File: src/rtl/muldiv_unit.sv
module muldiv_unit #(
  parameter int OPW = 8
) (
  input  logic           clk,
  input  logic           rst_n,
  input  logic           wr_en,
  input  logic [2:0]     wr_addr,
  input  logic [OPW-1:0] wr_data,
  input  logic [1:0]     rd_addr,
  output logic [OPW-1:0] rd_data,
  output logic           busy
);
  localparam int RW = 2 * OPW;
  localparam int SW = 3 * OPW;
  localparam int CW = $clog2(RW + 1);

  logic [OPW-1:0] op_a;
  logic [RW-1:0]  dvd, quot, prod;
  logic [SW-1:0]  shreg;
  logic [CW-1:0]  cnt;
  logic           is_div;

  logic           wr_b, wr_v;
  logic [SW-1:0]  sh_next;
  logic           fits;
  logic [CW-1:0]  midx;
  logic [RW-1:0]  addend;

  assign busy    = (cnt != '0);
  assign wr_b    = wr_en && (wr_addr == 3'd1);
  assign wr_v    = wr_en && (wr_addr == 3'd4);
  assign sh_next = shreg >> 1;
  assign fits    = ({{OPW{1'b0}}, prod} >= sh_next);
  assign midx    = CW'(OPW) - cnt;
  assign addend  = {{OPW{1'b0}}, op_a} << midx;

  always_comb begin
    case (rd_addr)
      2'd0:    rd_data = quot[OPW-1:0];
      2'd1:    rd_data = quot[RW-1:OPW];
      2'd2:    rd_data = prod[OPW-1:0];
      default: rd_data = prod[RW-1:OPW];
    endcase
  end

  always_ff @(posedge clk) begin
    if (!rst_n) begin
      op_a   <= '0;
      dvd    <= '0;
      quot   <= '0;
      prod   <= '0;
      shreg  <= '0;
      cnt    <= '0;
      is_div <= 1'b0;
    end else begin
      if (wr_en && wr_addr == 3'd0) op_a <= wr_data;
      if (wr_en && wr_addr == 3'd2) dvd[OPW-1:0] <= wr_data;
      if (wr_en && wr_addr == 3'd3) dvd[RW-1:OPW] <= wr_data;

      if (busy) begin
        cnt <= cnt - 1'b1;
        if (is_div) begin
          shreg <= sh_next;
          quot  <= {quot[RW-2:0], fits};
          if (fits) prod <= prod - sh_next[RW-1:0];
        end else begin
          shreg <= sh_next;
          if (shreg[0]) prod <= prod + addend;
        end
      end

      if (wr_b) begin
        prod <= '0;
        if (!busy) begin
          quot   <= {wr_data, op_a};
          shreg  <= {{RW{1'b0}}, wr_data};
          cnt    <= CW'(OPW);
          is_div <= 1'b0;
        end
      end

      if (wr_v) begin
        prod <= dvd;
        if (!busy) begin
          shreg  <= {wr_data, {RW{1'b0}}};
          cnt    <= CW'(RW);
          is_div <= 1'b1;
        end
      end
    end
  end
endmodule

File: config.mk
export PLATFORM = sky130hd
export DESIGN_NAME = muldiv_unit
export DESIGN_NICKNAME = d
export VERILOG_FILES = /design/src/rtl/muldiv_unit.sv
export SDC_FILE = /design/constraint.sdc
export NUM_CORES = 1
export LEC_CHECK = 0
export BUFFER_PORTS_ARGS = -buffer_cell sky130_fd_sc_hd__buf_2
export CAP_MARGIN = 40
export CORE_MARGIN = 8
export CORE_UTILIZATION = 55
export CTS_CLUSTER_SIZE = 28
export DETAILED_ROUTE_END_ITERATION = 8
export PLACE_DENSITY = 0.74
export SLEW_MARGIN = 40
export SYNTH_ARGS = -nofsm -noshare
export SYNTH_HDL_FRONTEND = slang
export SYNTH_SLANG_ARGS = --single-unit
File: constraint.sdc
create_clock -name clk -period 7.4 [get_ports clk]
set_input_delay 1.11 -clock clk [delete_from_list [all_inputs] [get_ports clk]]
set_output_delay 1.11 -clock clk [all_outputs]
set_load 0.005 [all_outputs]
* After elaboration in Yosys (flattened, before gate mapping) *
Index checks and enable logic that the tools add are counted.

storage, ports and cells
  register bits after elaboration = 86
  output and inout port bits = 9

cells by class
  add/subtract/negate cells = 4
  $lt $le $gt $ge = 1
  eq/ne operators = 7
  shift operators = 1
  muxes and demuxes = 25
  reduce and logical (&&, ||, !) cells = 11

operators by type and width
  operator                                                                  number
  16-bit 2-to-1 mux                                                         10
  24-bit 2-to-1 mux                                                         5
  5-bit 2-to-1 mux                                                          5
  8-bit one-hot mux with 3 select lines                                     1
  16-bit by 23-bit >= comparator with 1-bit output                          1
  16-bit adder                                                              1
  8-bit by 5-bit left shift with 16-bit output                              1
  16-bit subtractor                                                         1
  3-bit by 2-bit == test with 1-bit output (second input constant)          2
  1-bit logical AND                                                         5
  5-bit nonzero test                                                        1
  4-bit by 5-bit subtractor with 5-bit output (first input constant)        1
  5-bit by 1-bit subtractor with 5-bit output (second input constant)       1
  1-bit 2-to-1 mux                                                          4
  4-bit by 1-bit inequality test with 1-bit output (second input constant)  1
  4-bit nonzero test                                                        1
  3-bit by 1-bit == test with 1-bit output (second input constant)          1
  3-bit == test (second input constant)                                     1
  3-bit logical NOT                                                         1
  3-bit AND reduction                                                       1
  3-bit nonzero test                                                        1
  2-bit by 1-bit == test with 1-bit output (second input constant)          1
  2-bit == test (second input constant)                                     1
  2-bit logical NOT                                                         1

* Longest topological paths before layout *
Gate-level depths: netlist (run 1).

  depth in word-level cells = 8
  depth in mapped cells = 27
  depth with buffers taken out = 22

* Worst setup path before layout (run 1) *
Ideal clock, no wire load.

  path type = reg2reg
  start = register cnt[0]
  end = register prod[15]
  library setup time = 0.134 ns
  arrival = 5.202 ns
  path slack = 2.064 ns
  cell stages (with the launch flop) = 27
  buffers on the path = 5
  path through = dfxtp_1 -> buf_6 -> buf_6 -> buf_2 -> inv_1 -> ha_1 -> buf_2 -> xnor2_1 -> a2bb2oi_4 -> buf_6 -> nor2_1 -> nand2_1 -> ha_1 -> a21boi_1 -> nor3b_1 -> a21oi_1 -> o22ai_1 -> mux2i_1 -> ha_1 -> a2111oi_2 -> a31oi_1 -> nor3b_1 -> o41ai_1 -> xnor2_1 -> xor3_1 -> a22oi_1 -> a311oi_2

on the way
  cells in the longest elaborated chain, start to end = 8
  elaborated cells between the ends (all ways) = 11
  classes of those cells = add/sub (2); shift (1); mux (5); reduce/logical (3)

ends and longest elaborated chain
  item                                          RTL line  text
  from (decl)                                   20        logic [CW-1:0] cnt;
  from (signal assigned)                        61        cnt <= cnt - 1'b1;
  from (signal assigned)                        77        cnt <= CW'(OPW);
  from (signal assigned)                        86        cnt <= CW'(RW);
  4-bit by 5-bit subtractor with 5-bit output   34        assign midx = CW'(OPW) - cnt;
  8-bit by 5-bit left shift with 16-bit output  35        assign addend = {{OPW{1'b0}}, op_a} << midx;
  16-bit adder                                  68        if (shreg[0]) prod <= prod + addend;
  16-bit 2-to-1 mux                             68
  16-bit 2-to-1 mux                             62        if (is_div) begin
  16-bit 2-to-1 mux                             60        if (busy) begin
  16-bit 2-to-1 mux                             72        if (wr_b) begin
  16-bit 2-to-1 mux                             82        if (wr_v) begin
  to (signal assigned)                          65        if (fits) prod <= prod - sh_next[RW-1:0];
  to (signal assigned)                          68
  to (signal assigned)                          83        prod <= dvd;
  to (decl)                                     18        logic [RW-1:0] dvd, quot, prod;

Several ways; a longest one is shown, not always the timed one. The select of a mux whose other input is x is not followed.
A chain may end at the register's enable or synchronous reset.

* Worst setup path in the final report (run 1) *
Ends and elaborated chain as after synthesis.

==> results of run 1 <==
[placed cells by master, fill, tap and decap left out, types with 8 or more instances in the layout]
cell type / n
a211oi_1: 21
a21o_1: 10
a21oi_1: 84
a22oi_1: 14
a311oi_1: 14
buf_2: 24
buf_4: 10
clkbuf_8: 10
dfxtp_1: 86
ha_1: 34
inv_1: 25
mux2i_1: 17
mux4_2: 13
nand2_1: 117
nand2b_1: 9
nand3_1: 18
nor2_1: 66
nor2b_1: 11
nor3_1: 19
o21a_1: 8
o21ai_0: 15
xnor2_1: 18
[cell usage after synthesis (11+ instances only)]
| cell | n |
|---|---|
| a311oi_1 | 14 |
| nand2_1 | 117 |
| nor2_1 | 68 |
| a211oi_1 | 21 |
| o21ai_0 | 15 |
| clkbuf_1 | 31 |
| buf_2 | 15 |
| a21oi_1 | 84 |
| nor3_1 | 20 |
| xnor2_1 | 18 |
| ha_1 | 34 |
| inv_1 | 25 |
| mux2i_1 | 17 |
| mux4_2 | 13 |
| a22oi_1 | 14 |
| dfxtp_1 | 86 |
| nand3_1 | 18 |
| nor2b_1 | 11 |
[layer usage]
layer,global-route usage,vias up
li1,-,2700
met1,0.324,2733
met2,0.394,273
met3,0.0545,39
met4,0.118,0
met5,0,-
[worst reg2reg max path, stage by stage, from the launching register on]
cell       delay [ns]
dfxtp_1          0.86
inv_1            0.16
ha_1             0.34
xnor2_1          0.39
a2bb2oi_4        0.37
nor2_1           0.15
nand2_1          0.12
ha_1             0.22
a21boi_1         0.31
nor3b_1          0.24
a21oi_1          0.06
o22ai_1          0.20
mux2i_1          0.12
ha_1             0.35
a2111oi_2        0.51
a31oi_1          0.22
nor3b_1          0.20
o41ai_1          0.36
xnor2_1          0.21
xor3_1           0.46
a22oi_1          0.21
a311oi_2         0.12
[stage by stage]
step	util	instance area (sq um)	setup WS, ns	hold slack (ns)
2_1_floorplan	-	5980	2.06	0.436
3_3_place_gp	0.569	6110	1.49	0.445
3_5_place_dp	0.569	6110	1.18	0.449
4_1_cts	0.589	6330	1.14	0.464
5_1_grt	0.592	6360	0.581	0.486
6_report	0.592	6360	1.09	0.466
[cells by family (layout without fill, tap and decap cells)]
| logic type | count (synthesis) | in the layout | synth area share |
|---|---|---|---|
| flip-flops | 86 | 86 | 0.288 |
| AO/OA/AOI/OAI | 211 | 211 | 0.242 |
| buffers and inverters | 80 | 79 | 0.0584 |
| multiplexers | 35 | 35 | 0.0868 |
| AND/OR/NAND/NOR | 278 | 278 | 0.212 |
| adder cells (fa/ha/maj) | 35 | 35 | 0.0745 |
| XOR/XNOR | 25 | 25 | 0.0391 |
[sequential cells by signal, summed over array words and instances, names as in the netlist, named ones only]
signal  flops
cnt         5
op_a        8
prod       16
quot       16
dvd        16
shreg      24
[cell type report]
cell class	count	area, sq um
Clock inverter	6	80.1
Inverter	27	101
Timing Repair Buffer	36	226
Sequential cell	86	1720
Clock buffer	10	138
Multi-Input combinational cell	584	3920
Tap cell	140	175
Fill cell	1000	4380
[how the worst max path moves through the flow]
| stage | start | end | cells past startpoint |
|---|---|---|---|
| finish | cnt[0]$_SDFF_PN0_ | prod[15]$_SDFFE_PN0P_ | 21 |
| global route | cnt[0]$_SDFF_PN0_ | prod[15]$_SDFFE_PN0P_ | 21 |
| CTS | cnt[0]$_SDFF_PN0_ | prod[15]$_SDFFE_PN0P_ | 21 |
| detailed placement | cnt[0]$_SDFF_PN0_ | prod[15]$_SDFFE_PN0P_ | 21 |
| global placement | cnt[0]$_SDFF_PN0_ | prod[15]$_SDFFE_PN0P_ | 21 |
| floorplan | cnt[0]$_SDFF_PN0_ | prod[15]$_SDFFE_PN0P_ | 26 |
==> out/metrics.yaml, run 1 <==
outcome: "finished, final reports clean"
r2r_setup_slack_ns: 1.09
wl_met1_mm: 7.74
clock-sinks: 86
grt_setup_unrepaired: "no"
top_layer: "met4"
clk_latency_ns: 0.39
cts_resized: 0
endpoint_kind: "flop"
hold_viol: 0
die_width_um: 120
dpl.cell_count: 871
ys_warn_count: 0
finClkSkew_ns: 0.00977
grt_pass1_wl_mm: 28.8
synthTopCellsByArea: "dfxtp_1 (29%), nand2_1 (7.3%), ha_1 (7.1%)"
antenna_cells: 0
gr-usage-all-layers: 0.251
grt_overflow_total: 0
cts_hold_buf: 0
vias: 5745
first_iter_violations: 467
port_buffers: 24
async_flop_share: 0
fmax_mhz: 159
start_util: 0.557
critPathRequiredTime_ns: 7.64
dieArea_sq_um: 14500
crit_path_frequent_cell: "ha_1"
final_nets: 795
drive_above_1_share: 0.120
drv_cap: 0
crit_path_cell_trace: "inv_1, ha_1, xnor2_1, a2bb2oi_4, nor2_1, nand2_1, ha_1, a21boi_1, nor3b_1, a21oi_1, o22ai_1, mux2i_1, ha_1, a2111oi_2, a31oi_1, nor3b_1, o41ai_1, xnor2_1, xor3_1, a22oi_1, a311oi_2"
drtPass1Iterations: 5
slew_headroom: 0.457
critical_path.slowest_cell: "dfxtp_1"
fin_crit_sh: 0.852
rows: 38
r2r_cells: 21
wl_met2_mm: 8.36
cts_setup_buffers: 0
worstHoldStart: "dvd[10]$_SDFFE_PN0P_"
synthCells: 750
hold_path_end: "dvd[10]$_SDFFE_PN0P_"
cts-buffers-inserted: 9
r2r_start: "cnt[0]$_SDFF_PN0_"
place_hpwl_mm: 13.2
cts_max_level: 3
ios: 25
antenna_found_initial: 0
worstMarginPinSlew_ns: 0.814
syn_area_per_cell_sq_um: 7.98
fin_cells: 889
syn_nets: 801
yosys_register_bits: 86
synth.distinct_cells: 72
cts_root_buffer: "clkbuf_8"
routed_wl_mm: 18.2
synth.largest_area_cell: "dfxtp_1"
fp.dieH_um: 120
r2r-end: "prod[15]$_SDFFE_PN0P_"
wl_per_cell_um: 20.5
avgViaCountPerCell: 6.46
report.final.setup_viol: 0
cts.path.max_buffers: 2
crit_family: "compound AO/OA/AOI/OAI gates"
synth-edff-count: 0
cts_tree: "yes"
slew_violations: 0
clk_pin_slew_ns: 0.10
gp_congestion: 0.940
critPathKind: "flop to flop"
worstPathArrival_ns: 6.54
tns_ns: 0
ant_nets: 0
path_buf_inv: 1
cp_max_fo: 24
synth.top_cell.area_share: 0.288
synth_ff_type: "dfxtp_1"
area_growth_pct: 6.38
slowest_delay_ns: 0.86
hold_class: "flop to flop"
dr_wl_met3_mm: 1.58
drc_errors: 0
hold_depth: 2
yosysSeqAreaShare: 0.288
grt_max_degree: 78
grt_pass1_vias: 5484
coreArea_sq_um: 10700
post-route-min-period_ns: 6.31
syn_area_sq_um: 5980
start_kind: "flop"
Power of run 1 is left out: the tool's default activity adds up to more than one toggle a clock period on the data nets, which glitch-free logic cannot reach.
==> run 2: changes to the inputs <==
Settings changed: CELL_PAD_IN_SITES_DETAIL_PLACEMENT set to 2, CELL_PAD_IN_SITES_GLOBAL_PLACEMENT set to 2, CORE_UTILIZATION 55 to 38, PLACE_DENSITY 0.74 to 0.83.
==> run 2 against run 1 <==
Net effect:
- maximum frequency decreased by 3.2%
- via count increased by 1.7%
- first-iteration DRC count decreased by 16%
- clock-buffer cell count decreased by 1
- critical endpoint unchanged
- largest cell class unchanged
==> out/metrics.yaml, run 2 (same netlist as run 1, synthesis figures left out) <==
gr-usage-all-layers: 0.236  # was 0.251
ant_nets: 0  # unchanged
cts-buffers-inserted: 9  # unchanged
cts_max_level: 3  # unchanged
r2r_start: "cnt[0]$_SDFF_PN0_"  # unchanged
tns_ns: 0  # unchanged
crit_path_cell_trace: "inv_1, ha_1, xnor2_1, a2bb2oi_4, nor2_1, nand2_1, ha_1, a21boi_1, nor3b_1, a21oi_1, o22ai_1, mux2i_1, ha_1, a2111oi_2, a31oi_1, nor3b_1, o41ai_1, xnor2_1, xor3_1, a22oi_1, a311oi_2"  # unchanged
clk_latency_ns: 0.36  # was 0.39 ns
cts_root_buffer: "clkbuf_16"  # was clkbuf_8
start_kind: "flop"  # unchanged
port_buffers: 24  # unchanged
slew_violations: 0  # unchanged
drtPass1Iterations: 5  # unchanged
coreArea_sq_um: 15700  # was 10,700 sq um
largest_register: "shreg"  # unchanged
outcome: "finished, final reports clean"  # unchanged
hold_viol: 0  # unchanged
gp_congestion: 0.877  # was 0.940
vias: 5843  # was 5,745
drive_above_1_share: 0.122  # was 0.120
clock-sinks: 86  # unchanged
cts.path.max_buffers: 2  # unchanged
dieArea_sq_um: 20000  # was 14,500 sq um
cts_setup_buffers: 0  # unchanged
rows: 46  # was 38
drc_errors: 0  # unchanged
place_hpwl_mm: 16.9  # was 13.2 mm
crit_family: "compound AO/OA/AOI/OAI gates"  # unchanged
worstPathArrival_ns: 6.73  # was 6.54 ns
largest_reg_flops: 24  # unchanged
start_util: 0.382  # was 0.557
slew_headroom: 0.440  # was 0.457
fmax_mhz: 153  # was 159 MHz
routed_wl_mm: 23.1  # was 18.2 mm
fp.dieH_um: 141  # was 120 um
first_iter_violations: 394  # was 467
layout_commonest_cell: "nand2_1"  # unchanged
worstMarginPinSlew_ns: 0.835  # was 0.814 ns
worstHoldStart: "dvd[0]$_SDFFE_PN0P_"  # was dvd[10]$_SDFFE_PN0P_
grt_max_degree: 78  # unchanged
antenna_cells: 0  # unchanged
grt_overflow_total: 0  # unchanged
wl_per_cell_um: 23.9  # was 20.5 um
crit_path_frequent_cell: "ha_1"  # unchanged
endpoint_kind: "flop"  # unchanged
critical_path.slowest_cell: "dfxtp_1"  # unchanged
cts_tree: "yes"  # unchanged
critPathKind: "flop to flop"  # unchanged
final_nets: 794  # was 795
fin_crit_sh: 0.881  # was 0.852
ios: 25  # unchanged
cts_hold_buf: 0  # unchanged
cp_max_fo: 24  # unchanged
grt_setup_unrepaired: "no"  # unchanged
area_growth_pct: 9.01  # was 6.38%
clk_pin_slew_ns: 0.08  # was 0.10 ns
report.final.setup_viol: 0  # unchanged
slowest_delay_ns: 0.86  # about the same
antenna_found_initial: 0  # unchanged
final_cell_mix: "nand2_1 (116), dfxtp_1 (86), a21oi_1 (84)"  # was nand2_1 (117), dfxtp_1 (86), a21oi_1 (84)
post-route-min-period_ns: 6.52  # was 6.31 ns
crit_start: "cnt[0]$_SDFF_PN0_"  # unchanged
finClkSkew_ns: 0.0141  # was 0.00977 ns
grt_pass1_wl_mm: 36.2  # was 28.8 mm
hold_class: "flop to flop"  # unchanged
drv_cap: 0  # unchanged
grt_pass1_vias: 6318  # was 5,484
avgViaCountPerCell: 6.06  # was 6.46
cts_resized: 0  # unchanged
nFillCells: 1830  # was 1,000
path_buf_inv: 1  # unchanged
critPathRequiredTime_ns: 7.61  # was 7.64 ns
die_width_um: 141  # was 120 um
==> run 2: tightest hold or removal path, cell delays in order (launching register included) <==
cell and delay, ns:
dfxtp_1 0.31, nand2_1 0.05, a21oi_1 0.05
==> run 2: layout make-up <==
| type | count | area [sq um] | area share |
|---|---|---|---|
| sequential | 86 | 1720 | 0.264 |
| clock inverter | 7 | 63.8 | 0.00979 |
| timing repair buffer | 35 | 206 | 0.0317 |
| multi-input combinational | 584 | 3930 | 0.603 |
| clock buffer | 9 | 225 | 0.0345 |
| tap | 216 | 270 | 0.0414 |
| inverter | 27 | 101 | 0.0155 |
==> run 2: per-layer routing <==
| layer | share of wire | track usage |
|---|---|---|
| met5 | 0 | 0 |
| met4 | 0.031 | 0.0967 |
| met3 | 0.045 | 0.0433 |
| met2 | 0.49 | 0.406 |
| met1 | 0.43 | 0.285 |
==> run 2: final timing paths <==
kind,slack (ns),to,depth (start not counted)
worst max-delay path,0.88,prod[15]$_SDFFE_PN0P_,21
worst min-delay path,0.47,dvd[0]$_SDFFE_PN0P_,2
worst max register to register,0.88,prod[15]$_SDFFE_PN0P_,21
worst min register to register,0.47,dvd[0]$_SDFFE_PN0P_,2
==> run 2: through the flow <==
| step | util | hold WS, ns | std cells | instance area (sq um) | setup WS, ns |
|---|---|---|---|---|---|
| floorplan | - | 0.436 | 750 | 5980 | 2.06 |
| global placement | 0.397 | 0.446 | 948 | 6220 | 1.39 |
| detailed placement | 0.397 | 0.458 | 948 | 6220 | 0.982 |
| CTS | 0.416 | 0.468 | 964 | 6510 | 0.869 |
| global route | 0.417 | 0.482 | 964 | 6520 | 0.454 |
| finish | 0.417 | 0.465 | 964 | 6520 | 0.882 |
Power of run 2 is left out for the same reason.
